[src/rtl/mbx_pkg.sv]
package mbx_pkg;

    localparam int DATA_W  = 16;
    localparam int NUM_CH  = 3;
    localparam int SEM_W   = 16;
    localparam int HADDR_W = 6;
    localparam int DADDR_W = $clog2(NUM_CH + 1);
    localparam int CH_W    = (NUM_CH > 1) ? $clog2(NUM_CH) : 1;

    // host byte offsets
    localparam int unsigned OFF_CFG   = 32'h00;
    localparam int unsigned OFF_STAT  = 32'h04;
    localparam int unsigned OFF_SEM   = 32'h08;
    localparam int unsigned OFF_MASK  = 32'h0C;
    localparam int unsigned OFF_CLR   = 32'h10;
    localparam int unsigned OFF_CH0   = 32'h20;
    localparam int unsigned CH_STRIDE = 8;
    localparam int unsigned OFF_CHEND = OFF_CH0 + NUM_CH * CH_STRIDE;

    // bit positions decoded by host software
    localparam int ST_SEM_BIT  = 9;
    localparam int CFG_IRQ_LSB = 9;

    // DSP index of the semaphore set register
    localparam int unsigned DSP_SEM_IDX = NUM_CH;

    typedef enum logic [2:0] {
        HR_NONE, HR_CFG, HR_STAT, HR_SEM, HR_MASK, HR_CLR, HR_CMD, HR_REP
    } hreg_e;

    typedef struct packed {
        hreg_e            kind;
        logic [CH_W-1:0]  ch;
    } hdec_t;

    typedef struct packed {
        logic [NUM_CH-1:0]     cmd_pend;   // 1 = DSP has not fetched
        logic [NUM_CH-1:0]     rep_idle;   // 1 = DSP has not posted
        logic                  sem_pend;
        logic [ST_SEM_BIT-1:0] rsvd;
    } status_t;

    function automatic hdec_t decode_host(input logic [HADDR_W-1:0] a);
        hdec_t       d;
        int unsigned ai;
        int unsigned off;
        ai     = 32'(a);
        d.kind = HR_NONE;
        d.ch   = '0;
        if (ai == OFF_CFG)       d.kind = HR_CFG;
        else if (ai == OFF_STAT) d.kind = HR_STAT;
        else if (ai == OFF_SEM)  d.kind = HR_SEM;
        else if (ai == OFF_MASK) d.kind = HR_MASK;
        else if (ai == OFF_CLR)  d.kind = HR_CLR;
        else if (ai >= OFF_CH0 && ai < OFF_CHEND && a[1:0] == 2'b00) begin
            off    = ai - OFF_CH0;
            d.ch   = CH_W'(off / CH_STRIDE);
            d.kind = ((off % CH_STRIDE) == 0) ? HR_CMD : HR_REP;
        end
        return d;
    endfunction

endpackage

[src/rtl/mbx_channel.sv]
module mbx_channel
    import mbx_pkg::*;
#(
    parameter int W = DATA_W
) (
    input  logic         clk,
    input  logic         rst,
    input  logic         host_cmd_we,
    input  logic         host_rep_re,
    input  logic [W-1:0] host_wdata,
    input  logic         dsp_cmd_re,
    input  logic         dsp_rep_we,
    input  logic [W-1:0] dsp_wdata,
    output logic [W-1:0] cmd_q,
    output logic [W-1:0] rep_q,
    output logic         cmd_pend,
    output logic         rep_idle
);

    always_ff @(posedge clk) begin
        if (rst) begin
            cmd_q    <= '0;
            cmd_pend <= 1'b1;
        end else begin
            if (host_cmd_we) begin
                cmd_q    <= host_wdata;
                cmd_pend <= 1'b1;          // host posting outranks a fetch
            end else if (dsp_cmd_re) begin
                cmd_pend <= 1'b0;
            end
        end
    end

    always_ff @(posedge clk) begin
        if (rst) begin
            rep_q    <= '0;
            rep_idle <= 1'b1;
        end else begin
            if (dsp_rep_we) begin
                rep_q    <= dsp_wdata;
                rep_idle <= 1'b0;          // fresh reply outranks an ack
            end else if (host_rep_re) begin
                rep_idle <= 1'b1;
            end
        end
    end

    assert_cmd_post_R2: assert property (@(posedge clk) disable iff (rst)
        host_cmd_we |=> (cmd_pend && cmd_q == $past(host_wdata)));
    assert_cmd_hold_R2: assert property (@(posedge clk) disable iff (rst)
        !host_cmd_we |=> $stable(cmd_q));
    assert_cmd_fetch_R3: assert property (@(posedge clk) disable iff (rst)
        (dsp_cmd_re && !host_cmd_we) |=> !cmd_pend);
    assert_rep_post_R4: assert property (@(posedge clk) disable iff (rst)
        dsp_rep_we |=> (!rep_idle && rep_q == $past(dsp_wdata)));
    assert_rep_ack_R5: assert property (@(posedge clk) disable iff (rst)
        (host_rep_re && !dsp_rep_we) |=> rep_idle);

endmodule

[src/rtl/mbx_sema.sv]
module mbx_sema
    import mbx_pkg::*;
#(
    parameter int N = SEM_W
) (
    input  logic         clk,
    input  logic         rst,
    input  logic         set_we,
    input  logic [N-1:0] set_bits,
    input  logic         clr_we,
    input  logic [N-1:0] clr_bits,
    input  logic         mask_we,
    input  logic [N-1:0] mask_d,
    output logic [N-1:0] flags,
    output logic [N-1:0] mask,
    output logic         pending
);

    logic [N-1:0] set_v;
    logic [N-1:0] clr_v;

    always_comb begin
        set_v = set_we ? set_bits : '0;
        clr_v = clr_we ? clr_bits : '0;
    end

    always_ff @(posedge clk) begin
        if (rst) begin
            flags <= '0;
            mask  <= '0;
        end else begin
            flags <= (flags & ~clr_v) | set_v;   // set beats clear
            if (mask_we) mask <= mask_d;
        end
    end

    assign pending = |(flags & ~mask);

    assert_sem_set_R7: assert property (@(posedge clk) disable iff (rst)
        set_we |=> ((flags & $past(set_bits)) == $past(set_bits)));
    assert_sem_keep_R7: assert property (@(posedge clk) disable iff (rst)
        (!set_we && !clr_we) |=> $stable(flags));
    assert_sem_clr_R8: assert property (@(posedge clk) disable iff (rst)
        (clr_we && !set_we) |=> ((flags & $past(clr_bits)) == '0));

endmodule

[src/rtl/dsp_mailbox.sv]
module dsp_mailbox
    import mbx_pkg::*;
(
    input  logic               clk,
    input  logic               rst,
    input  logic               host_wr,
    input  logic               host_rd,
    input  logic [HADDR_W-1:0] host_addr,
    input  logic [DATA_W-1:0]  host_wdata,
    output logic [DATA_W-1:0]  host_rdata,
    input  logic               dsp_wr,
    input  logic               dsp_rd,
    input  logic [DADDR_W-1:0] dsp_addr,
    input  logic [DATA_W-1:0]  dsp_wdata,
    output logic [DATA_W-1:0]  dsp_rdata,
    output logic               host_irq
);

    hdec_t              hdec;
    logic [DATA_W-1:0]  cfg_q;
    logic [DATA_W-1:0]  cmd_q [NUM_CH];
    logic [DATA_W-1:0]  rep_q [NUM_CH];
    logic [NUM_CH-1:0]  cmd_pend;
    logic [NUM_CH-1:0]  rep_idle;
    logic [NUM_CH-1:0]  rep_irq;
    logic [SEM_W-1:0]   sem_flags;
    logic [SEM_W-1:0]   sem_mask;
    logic               sem_pend;
    logic               dsp_sem_sel;
    status_t            stat;

    assign hdec        = decode_host(host_addr);
    assign dsp_sem_sel = (32'(dsp_addr) == DSP_SEM_IDX);

    always_ff @(posedge clk) begin
        if (rst)                                cfg_q <= '0;
        else if (host_wr && hdec.kind == HR_CFG) cfg_q <= host_wdata;
    end

    for (genvar c = 0; c < NUM_CH; c++) begin : g_ch
        logic sel_h;
        logic sel_d;
        assign sel_h = (hdec.ch == CH_W'(c));
        assign sel_d = (dsp_addr == DADDR_W'(c));

        mbx_channel #(.W(DATA_W)) u_ch (
            .clk         (clk),
            .rst         (rst),
            .host_cmd_we (host_wr && hdec.kind == HR_CMD && sel_h),
            .host_rep_re (host_rd && hdec.kind == HR_REP && sel_h),
            .host_wdata  (host_wdata),
            .dsp_cmd_re  (dsp_rd && sel_d),
            .dsp_rep_we  (dsp_wr && sel_d),
            .dsp_wdata   (dsp_wdata),
            .cmd_q       (cmd_q[c]),
            .rep_q       (rep_q[c]),
            .cmd_pend    (cmd_pend[c]),
            .rep_idle    (rep_idle[c])
        );

        assign rep_irq[c] = !rep_idle[c] && cfg_q[CFG_IRQ_LSB + c];
    end

    mbx_sema #(.N(SEM_W)) u_sema (
        .clk      (clk),
        .rst      (rst),
        .set_we   (dsp_wr && dsp_sem_sel),
        .set_bits (dsp_wdata),
        .clr_we   (host_wr && hdec.kind == HR_CLR),
        .clr_bits (host_wdata),
        .mask_we  (host_wr && hdec.kind == HR_MASK),
        .mask_d   (host_wdata),
        .flags    (sem_flags),
        .mask     (sem_mask),
        .pending  (sem_pend)
    );

    always_comb begin
        stat          = '0;
        stat.cmd_pend = cmd_pend;
        stat.rep_idle = rep_idle;
        stat.sem_pend = sem_pend;
    end

    always_comb begin
        host_rdata = '0;
        case (hdec.kind)
            HR_CFG:  host_rdata = cfg_q;
            HR_STAT: host_rdata = stat;
            HR_SEM:  host_rdata = sem_flags;
            HR_MASK: host_rdata = sem_mask;
            HR_CMD: begin
                for (int c = 0; c < NUM_CH; c++)
                    if (hdec.ch == CH_W'(c)) host_rdata = cmd_q[c];
            end
            HR_REP: begin
                for (int c = 0; c < NUM_CH; c++)
                    if (hdec.ch == CH_W'(c)) host_rdata = rep_q[c];
            end
            default: host_rdata = '0;
        endcase
    end

    always_comb begin
        dsp_rdata = '0;
        if (dsp_sem_sel) dsp_rdata = sem_flags;
        for (int c = 0; c < NUM_CH; c++)
            if (dsp_addr == DADDR_W'(c)) dsp_rdata = cmd_q[c];
    end

    assign host_irq = sem_pend | (|rep_irq);

    assert_irq_sem_R9: assert property (@(posedge clk) disable iff (rst)
        sem_pend |-> host_irq);
    assert_irq_rep_R6: assert property (@(posedge clk) disable iff (rst)
        (|rep_irq) |-> host_irq);
    assert_reset_flags_R1: assert property (@(posedge clk)
        $past(rst) |-> (&cmd_pend && &rep_idle && !host_irq));

endmodule

[config.mk]
export PLATFORM = sky130hd
export DESIGN_NAME = dsp_mailbox
export DESIGN_NICKNAME = d
export VERILOG_FILES = /design/src/rtl/mbx_pkg.sv /design/src/rtl/mbx_channel.sv /design/src/rtl/mbx_sema.sv /design/src/rtl/dsp_mailbox.sv
export SDC_FILE = /design/constraint.sdc
export NUM_CORES = 1
export LEC_CHECK = 0
export BUFFER_PORTS_ARGS = -buffer_cell sky130_fd_sc_hd__buf_2
export CAP_MARGIN = 20
export CORE_AREA = 2 2 106 134
export CTS_BUF_LIST = sky130_fd_sc_hd__clkbuf_4 sky130_fd_sc_hd__clkbuf_8
export DETAILED_ROUTE_END_ITERATION = 6
export DIE_AREA = 0 0 108 136
export MAX_ROUTING_LAYER = met4
export PLACE_DENSITY = 0.83
export SETUP_SLACK_MARGIN = 0.3
export SLEW_MARGIN = 20
export SYNTH_ARGS = -nofsm -noshare
export SYNTH_HDL_FRONTEND = slang
export SYNTH_SLANG_ARGS = --single-unit
[constraint.sdc]
create_clock -name clk -period 5.6 [get_ports clk]
set_clock_uncertainty 0.2 [all_clocks]
set_input_delay 0.28 -clock clk [delete_from_list [all_inputs] [get_ports clk]]
set_output_delay 0.28 -clock clk [all_outputs]
set_load 0.01 [all_outputs]
==> results.cfg, run 1 <==
[logic_synthesis]
yosys-top-cells-count = nand2_1 (181), dfxtp_1 (150), a21oi_1 (106), nor2_1 (91), mux2i_1 (60)
synth_edf_count = 0
yosysMostFrequentCell = nand2_1
ys_top_cells_by_area = dfxtp_1 (41%), nand2_1 (9.2%), mux2i_1 (8.1%)
yosys_warnings = 0
synth_top_area_share = 0.405
netlist_area_sq_um = 7410
async_flop_share = 0
synth_fp_nets = 946
synth_top_cell_by_area = dfxtp_1
synth-seq-cells = 150
synthDistinctLibCells = 44
ys_seq_area_frac = 0.405
ys.flop_type = dfxtp_1
syn_inst = 900
avgSynthCellArea_sq_um = 8.23

[route]
ant_nets = 0
wl_mm = 22.7
dr_total_vias = 7072
firstDrtPassIters = 7
vias_per_cell = 6.13
avgRoutedWirePerCell_microns = 19.7
first_iter_violations = 842
drc = 0

[timing]
finalHoldViolations = 0
max_slew.worst_pin.slew_ns = 1.10
relSlewSlack = 0.269
fmax_mhz = 313
rsz0062_at_grt = no
period_share = 0.570
period_minus_slack_ns = 3.19
tns_ns = 0
drv_slew = 0
finalSetupViolations = 0
whs_ns = 0.154

[place]
portBuffers = 78
hpwl_mm = 15.2
place_congestion = 0.923

[power]
combPwrFrac = 0.110
finalPower_uw = 2150
p_int_uw = 1570
powerDensity_nw_per_um2 = 252
p_leak_uw = 0.00325
ir_drop_mv = 0.193
seqPwrFrac = 0.513
p_sw_frac = 0.269
p_sw_uw = 579
clockPowerShare = 0.377

[global_routing]
globalRoute.totalOverflow = 0
grt_pass1_vias = 6677
grt.total_usage = 0.325
grt_max_degree = 79
grt_antenna_before_repair = 1
grt_pass1_wl_mm = 35.2

[clocking]
cts_tree = yes
cts_made_buffers = 17
cts_num_sinks = 150
cts_hold_buf = 34
post_cts_buffers = 0
clkSlewWorstSetupHoldPaths_ns = 0.09
cts.repair.resized = 0
cts.root.buffer_cell = clkbuf_8
clock_path_buffers = 2
clock_latency_ns = 0.46
cts_max_level = 4

[worst_setup_path]
crit_top_cell = buf_2
crit_chain = buf_2, buf_4, inv_1, o22ai_1, a211oi_1, a211o_1, buf_2
required_ns = 5.12
cp_slowest_stage_delay_ns = 0.54
cp.arrival_ns = 2.71
critPathLaunchType = input port
path_class = input port to output pin
critPathSlowestCell = inv_1
cp_max_fo = 30
worstSetupEndpointType = output pin

[cells_and_area]
n_fill_cell = 1217
seqCellArea_sq_um = 3000
multi_input_area_sq_um = 4020
finalNetCount = 1010
drive_gt1_frac = 0.155
area_growth_pct = 15.3

[job]
drv_cap = 0

[floorplan]
die_w_microns = 108
pin_count = 79
dieArea_sq_um = 14700
die_height_microns = 136
core_area_sq_um = 13500
start_util = 0.548
num_rows = 48

[min_path]
hold_class = input port to flip-flop

[outcome]
status = completed
[final timing paths]
kind                                      start                            endpoint  slack [ns]  cells after the start
max reg2reg          u_sema.flags[7]$_SDFF_PP0_          u_sema.flags[7]$_SDFF_PP0_        4.63                      2
max                                host_addr[3]                      host_rdata[11]        2.41                      7
min                                      dsp_wr  g_ch[0].u_ch.rep_q[3]$_SDFFE_PP0P_        0.15                      4
min reg2reg  g_ch[1].u_ch.rep_q[0]$_SDFFE_PP0P_  g_ch[1].u_ch.rep_q[0]$_SDFFE_PP0P_        0.26                      2
[registers in the layout (all words and copies together), names as in the netlist]
register            count
cfg_q                  16
g_ch.u_ch.cmd_pend      3
g_ch.u_ch.cmd_q        48
g_ch.u_ch.rep_idle      3
g_ch.u_ch.rep_q        48
u_sema.flags           16
u_sema.mask            16
[layer usage]
layer,GRT usage,routed length (microns),vias to the layer above
met5,-,0,-
met4,0.223,1480,0
met3,0.0594,1740,102
met2,0.523,11000,352
met1,0.366,8470,3339
li1,-,-,3279
[placed cells by master, fill, tap and decap left out, types with 2 or more instances in the layout]
cell type | Yosys | routed
clkbuf_8 | 0 | 21
or3b_2 | 2 | 2
clkinv_2 | 0 | 4
a2bb2oi_1 | 12 | 12
nand2_1 | 181 | 181
dfxtp_1 | 150 | 150
mux4_2 | 22 | 22
nand3b_1 | 3 | 3
nand3_1 | 4 | 4
nor2_1 | 91 | 90
o31ai_1 | 9 | 9
or2_2 | 3 | 3
a211o_1 | 8 | 8
nor2b_1 | 4 | 3
dlygate4sd3_1 | 0 | 34
o21bai_1 | 3 | 3
a31oi_1 | 2 | 2
clkinvlp_4 | 0 | 3
nor4b_1 | 3 | 2
o21ai_0 | 16 | 16
a21oi_1 | 106 | 106
nand2b_1 | 13 | 13
o22ai_1 | 21 | 21
o2111ai_1 | 4 | 4
buf_4 | 1 | 8
and3_1 | 4 | 3
a32oi_1 | 9 | 9
inv_1 | 34 | 34
mux2i_1 | 60 | 60
a211oi_1 | 21 | 21
and2_1 | 7 | 7
clkinv_4 | 0 | 2
o2bb2ai_1 | 21 | 21
buf_2 | 8 | 77
[critical path: cells and delay by family]
family          cells  cell delay, ns
buf+inv             4            1.62
compound gates      3            0.79
[through the flow]
| step | util | cell area [sq um] | cells | worst slack (ns) |
|---|---|---|---|---|
| 2_1_floorplan | - | 7410 | 900 | 3.44 |
| 3_3_place_gp | 0.577 | 7790 | 1086 | 2.42 |
| 3_5_place_dp | 0.577 | 7800 | 1086 | 2.37 |
| 4_1_cts | 0.631 | 8530 | 1152 | 2.45 |
| 5_1_grt | 0.632 | 8540 | 1153 | 2.24 |
| 6_report | 0.632 | 8540 | 1153 | 2.41 |
[cell type report]
class / instances / share of cell area
diodes: 1 / 0.000293
clock inverters: 11 / 0.0116
inverters: 34 / 0.0149
multi-input cells: 642 / 0.470
repair buffers: 119 / 0.0920
clock buffers: 21 / 0.0338
well taps: 175 / 0.0256
flip-flops and latches: 150 / 0.351
[power by group through the flow]
stage | Clock [uW] | Sequential (uW) | Combinational, uW
3_5_place_dp | 0 | 1130 | 211
6_report | 813 | 1100 | 237
3_3_place_gp | 0 | 1130 | 209
4_1_cts | 816 | 1100 | 230
2_1_floorplan | 0 | 1120 | 138
5_1_grt | 867 | 1110 | 255
[kinds of logic (layout without fill, tap and decap cells)]
| kind of cell | count (synthesis) | after routing | share of synthesized area |
|---|---|---|---|
| and+or+nand+nor | 324 | 324 | 0.186 |
| DFF | 150 | 150 | 0.405 |
| other | 0 | 1 | 0 |
| muxes | 82 | 82 | 0.148 |
| AOI/OAI and AO/OA | 236 | 236 | 0.204 |
| buffers and inverters | 108 | 185 | 0.0576 |
Power figures use the tool's default switching activity.
==> inputs of run 2 (changes only) <==
--- a/config.mk
+++ b/config.mk
@@ -5,14 +5,15 @@
 export SDC_FILE = /design/constraint.sdc
 export NUM_CORES = 1
 export LEC_CHECK = 0
+export ABC_AREA = 1
 export BUFFER_PORTS_ARGS = -buffer_cell sky130_fd_sc_hd__buf_2
 export CAP_MARGIN = 20
-export CORE_AREA = 2 2 106 134
+export CORE_AREA = 2 2 107 135
 export CTS_BUF_LIST = sky130_fd_sc_hd__clkbuf_4 sky130_fd_sc_hd__clkbuf_8
 export DETAILED_ROUTE_END_ITERATION = 6
-export DIE_AREA = 0 0 108 136
+export DIE_AREA = 0 0 109 137
 export MAX_ROUTING_LAYER = met4
-export PLACE_DENSITY = 0.83
+export PLACE_DENSITY = 0.84
 export SETUP_SLACK_MARGIN = 0.3
 export SLEW_MARGIN = 20
 export SYNTH_ARGS = -nofsm -noshare
==> constraint.sdc (replaced) <==
create_clock -name clk -period 2.85 [get_ports clk]
set_clock_uncertainty 0.2 [all_clocks]
set_input_delay 0.1425 -clock clk [delete_from_list [all_inputs] [get_ports clk]]
set_output_delay 0.1425 -clock clk [all_outputs]
set_load 0.01 [all_outputs]
==> run 2 against run 1 <==
Net effect: routed wire length up 7.7%; utilization rose by 1.1 points; global-route usage grew 2.0 points; first-iteration DRC count increased by 25%; clock power is 120% higher; power up 100%; hold slack worse by 0.11 ns; non-clock buffer count up 31; highest routed layer unchanged.
==> results.cfg, run 2 <==
[place]
portBuffers = 78
place_congestion = 1.01
post-place-ws_ns = 0.614
placed_cell_area_sq_um = 7880
hpwl_mm = 15.9

[cells_and_area]
n_fill_cell = 1159
final_common_cell = nand2_1
fin_util = 0.643
diodes = 0
top_regs = g_ch.u_ch.cmd_q: 48 flops, g_ch.u_ch.rep_q: 48 flops
drive_gt1_frac = 0.129
design_area_sq_um = 8770
final_cell_mix = nand2_1 (338), nor2_1 (151), dfxtp_1 (150)
finalNetCount = 1263
area_growth_pct = 19.4

[worst_setup_path]
r2r_slack_ns = 1.37
cp.arrival_ns = 1.95
worstSetupEndpointType = output pin
startpoint = host_addr[1]
r2r-end = u_sema.flags[4]$_SDFF_PP0_
path_class = input port to output pin
cp_max_fo = 33
cp_slowest_stage_delay_ns = 0.36
critPathLaunchType = input port
crit_chain = buf_2, nor2_4, nand4_4, clkinv_1, buf_12, nand2_1, nand3_1, nand2_1, nand4_1, buf_2
critPathSlowestCell = clkinv_1
required_ns = 2.51
reg2reg_depth = 3
r2r-start = u_sema.flags[4]$_SDFF_PP0_

[clocking]
cts.repair.resized = 0
clock_path_buffers = 2
post_cts_buffers = 0
cts.root.buffer_cell = clkbuf_8
clock_latency_ns = 0.44
cts_tree = yes
cts_max_level = 4
clkSlewWorstSetupHoldPaths_ns = 0.07
cts_num_sinks = 150
cts_hold_buf = 46
cts_made_buffers = 17

[floorplan]
dieArea_sq_um = 14900
die_height_microns = 137
pin_count = 79
core_area_sq_um = 13600
start_util = 0.538
num_rows = 48
die_w_microns = 109

[min_path]
hold_class = input port to flip-flop
hp-start = host_addr[2]
min_to = g_ch[2].u_ch.rep_idle$_SDFFE_PP1P_
whs_path_depth = 5

[logic_synthesis]
synth_fp_nets = 1162
ys_seq_area_frac = 0.409
synthDistinctLibCells = 26
async_flop_share = 0
yosysMostFrequentCell = nand2_1
netlist_area_sq_um = 7340
yosys_warnings = 0
syn_inst = 1116
ys_top_cells_by_area = dfxtp_1 (41%), nand2_1 (17%), nand3_1 (8.6%)
avgSynthCellArea_sq_um = 6.58
synth_top_cell_by_area = dfxtp_1
synth_top_area_share = 0.409
synth_edf_count = 0
yosys-top-cells-count = nand2_1 (338), nor2_1 (153), dfxtp_1 (150), nand3_1 (126), a21oi_1 (80)
ys.flop_type = dfxtp_1
synth-seq-cells = 150

[timing]
rsz0062_at_grt = no
tns_ns = 0
period_share = 0.803
drv_slew = 0
relSlewSlack = 0.533
fmax_mhz = 437
worst_slack_ns = 0.561
finalHoldViolations = 0
finalSetupViolations = 0
period_minus_slack_ns = 2.29
max_slew.worst_pin.slew_ns = 0.699

[route]
first_iter_violations = 1052
dr_total_vias = 8309
ant_nets = 0
avgRoutedWirePerCell_microns = 17.4
wl_mm = 24.5
firstDrtPassIters = 6
vias_per_cell = 5.92
drc = 0

[global_routing]
grt_max_degree = 65
grt_pass1_vias = 7730
globalRoute.totalOverflow = 0
grt.total_usage = 0.346
grt_pass1_wl_mm = 39.0
grt_antenna_before_repair = 0

[power]
p_leak_uw = 0.00364
ir_drop_mv = 0.350
powerDensity_nw_per_um2 = 495
finalPower_uw = 4340

[job]
drv_cap = 0

[outcome]
status = completed
[run 2: logic make-up (layout without fill, tap and decap cells)]
family,after synthesis,count (layout),synth area share
buf+inv,134,247,0.0777
simple gates,661,661,0.384
compound gates,171,171,0.129
flops,150,150,0.409
[run 2: where the power goes]
part           internal, uW  switching (uW)  total, uW
clock                   984             778       1760
combinational           146             267        413
sequential             2140            31.6       2170
[run 2: metal layers]
| layer | GRT usage | up-vias | routed length, microns |
|---|---|---|---|
| li1 | - | 3852 | - |
| met1 | 0.427 | 3670 | 9000 |
| met2 | 0.504 | 643 | 11000 |
| met3 | 0.0871 | 144 | 3100 |
| met4 | 0.212 | 0 | 1420 |
| met5 | - | - | 0 |
[run 2: worst max-delay path: cells and delay by family]
family | cells | cell delay [ns]
simple gates | 6 | 0.90
buf+inv | 4 | 0.89
[run 2: cell type report]
class                      count  area [sq um]  area share
tap                          175           219      0.0250
inverter                      66           248      0.0283
multi-input combinational    832          3770       0.430
sequential                   150          3000       0.342
clock inverter                 8           120      0.0137
timing repair buffer         150          1100       0.125
clock buffer                  23           310      0.0354
[run 2: worst max-delay path by stage]
stage	endpoint	slack [ns]	cells after the start
after floorplan	host_rdata[10]	1.25	9
after global routing	host_rdata[15]	0.45	10
after detailed placement	host_rdata[10]	0.61	10
final	host_rdata[11]	0.56	10
after global placement	host_rdata[10]	0.65	10
after CTS	host_rdata[10]	0.61	10
[run 2: through the flow]
| step | hold WS [ns] | instances |
|---|---|---|
| after floorplan | 0.0774 | 1116 |
| after global placement | 0.224 | 1327 |
| after detailed placement | 0.232 | 1327 |
| after CTS | 0.0258 | 1404 |
| after global routing | 0.0631 | 1404 |
| final | 0.0443 | 1404 |
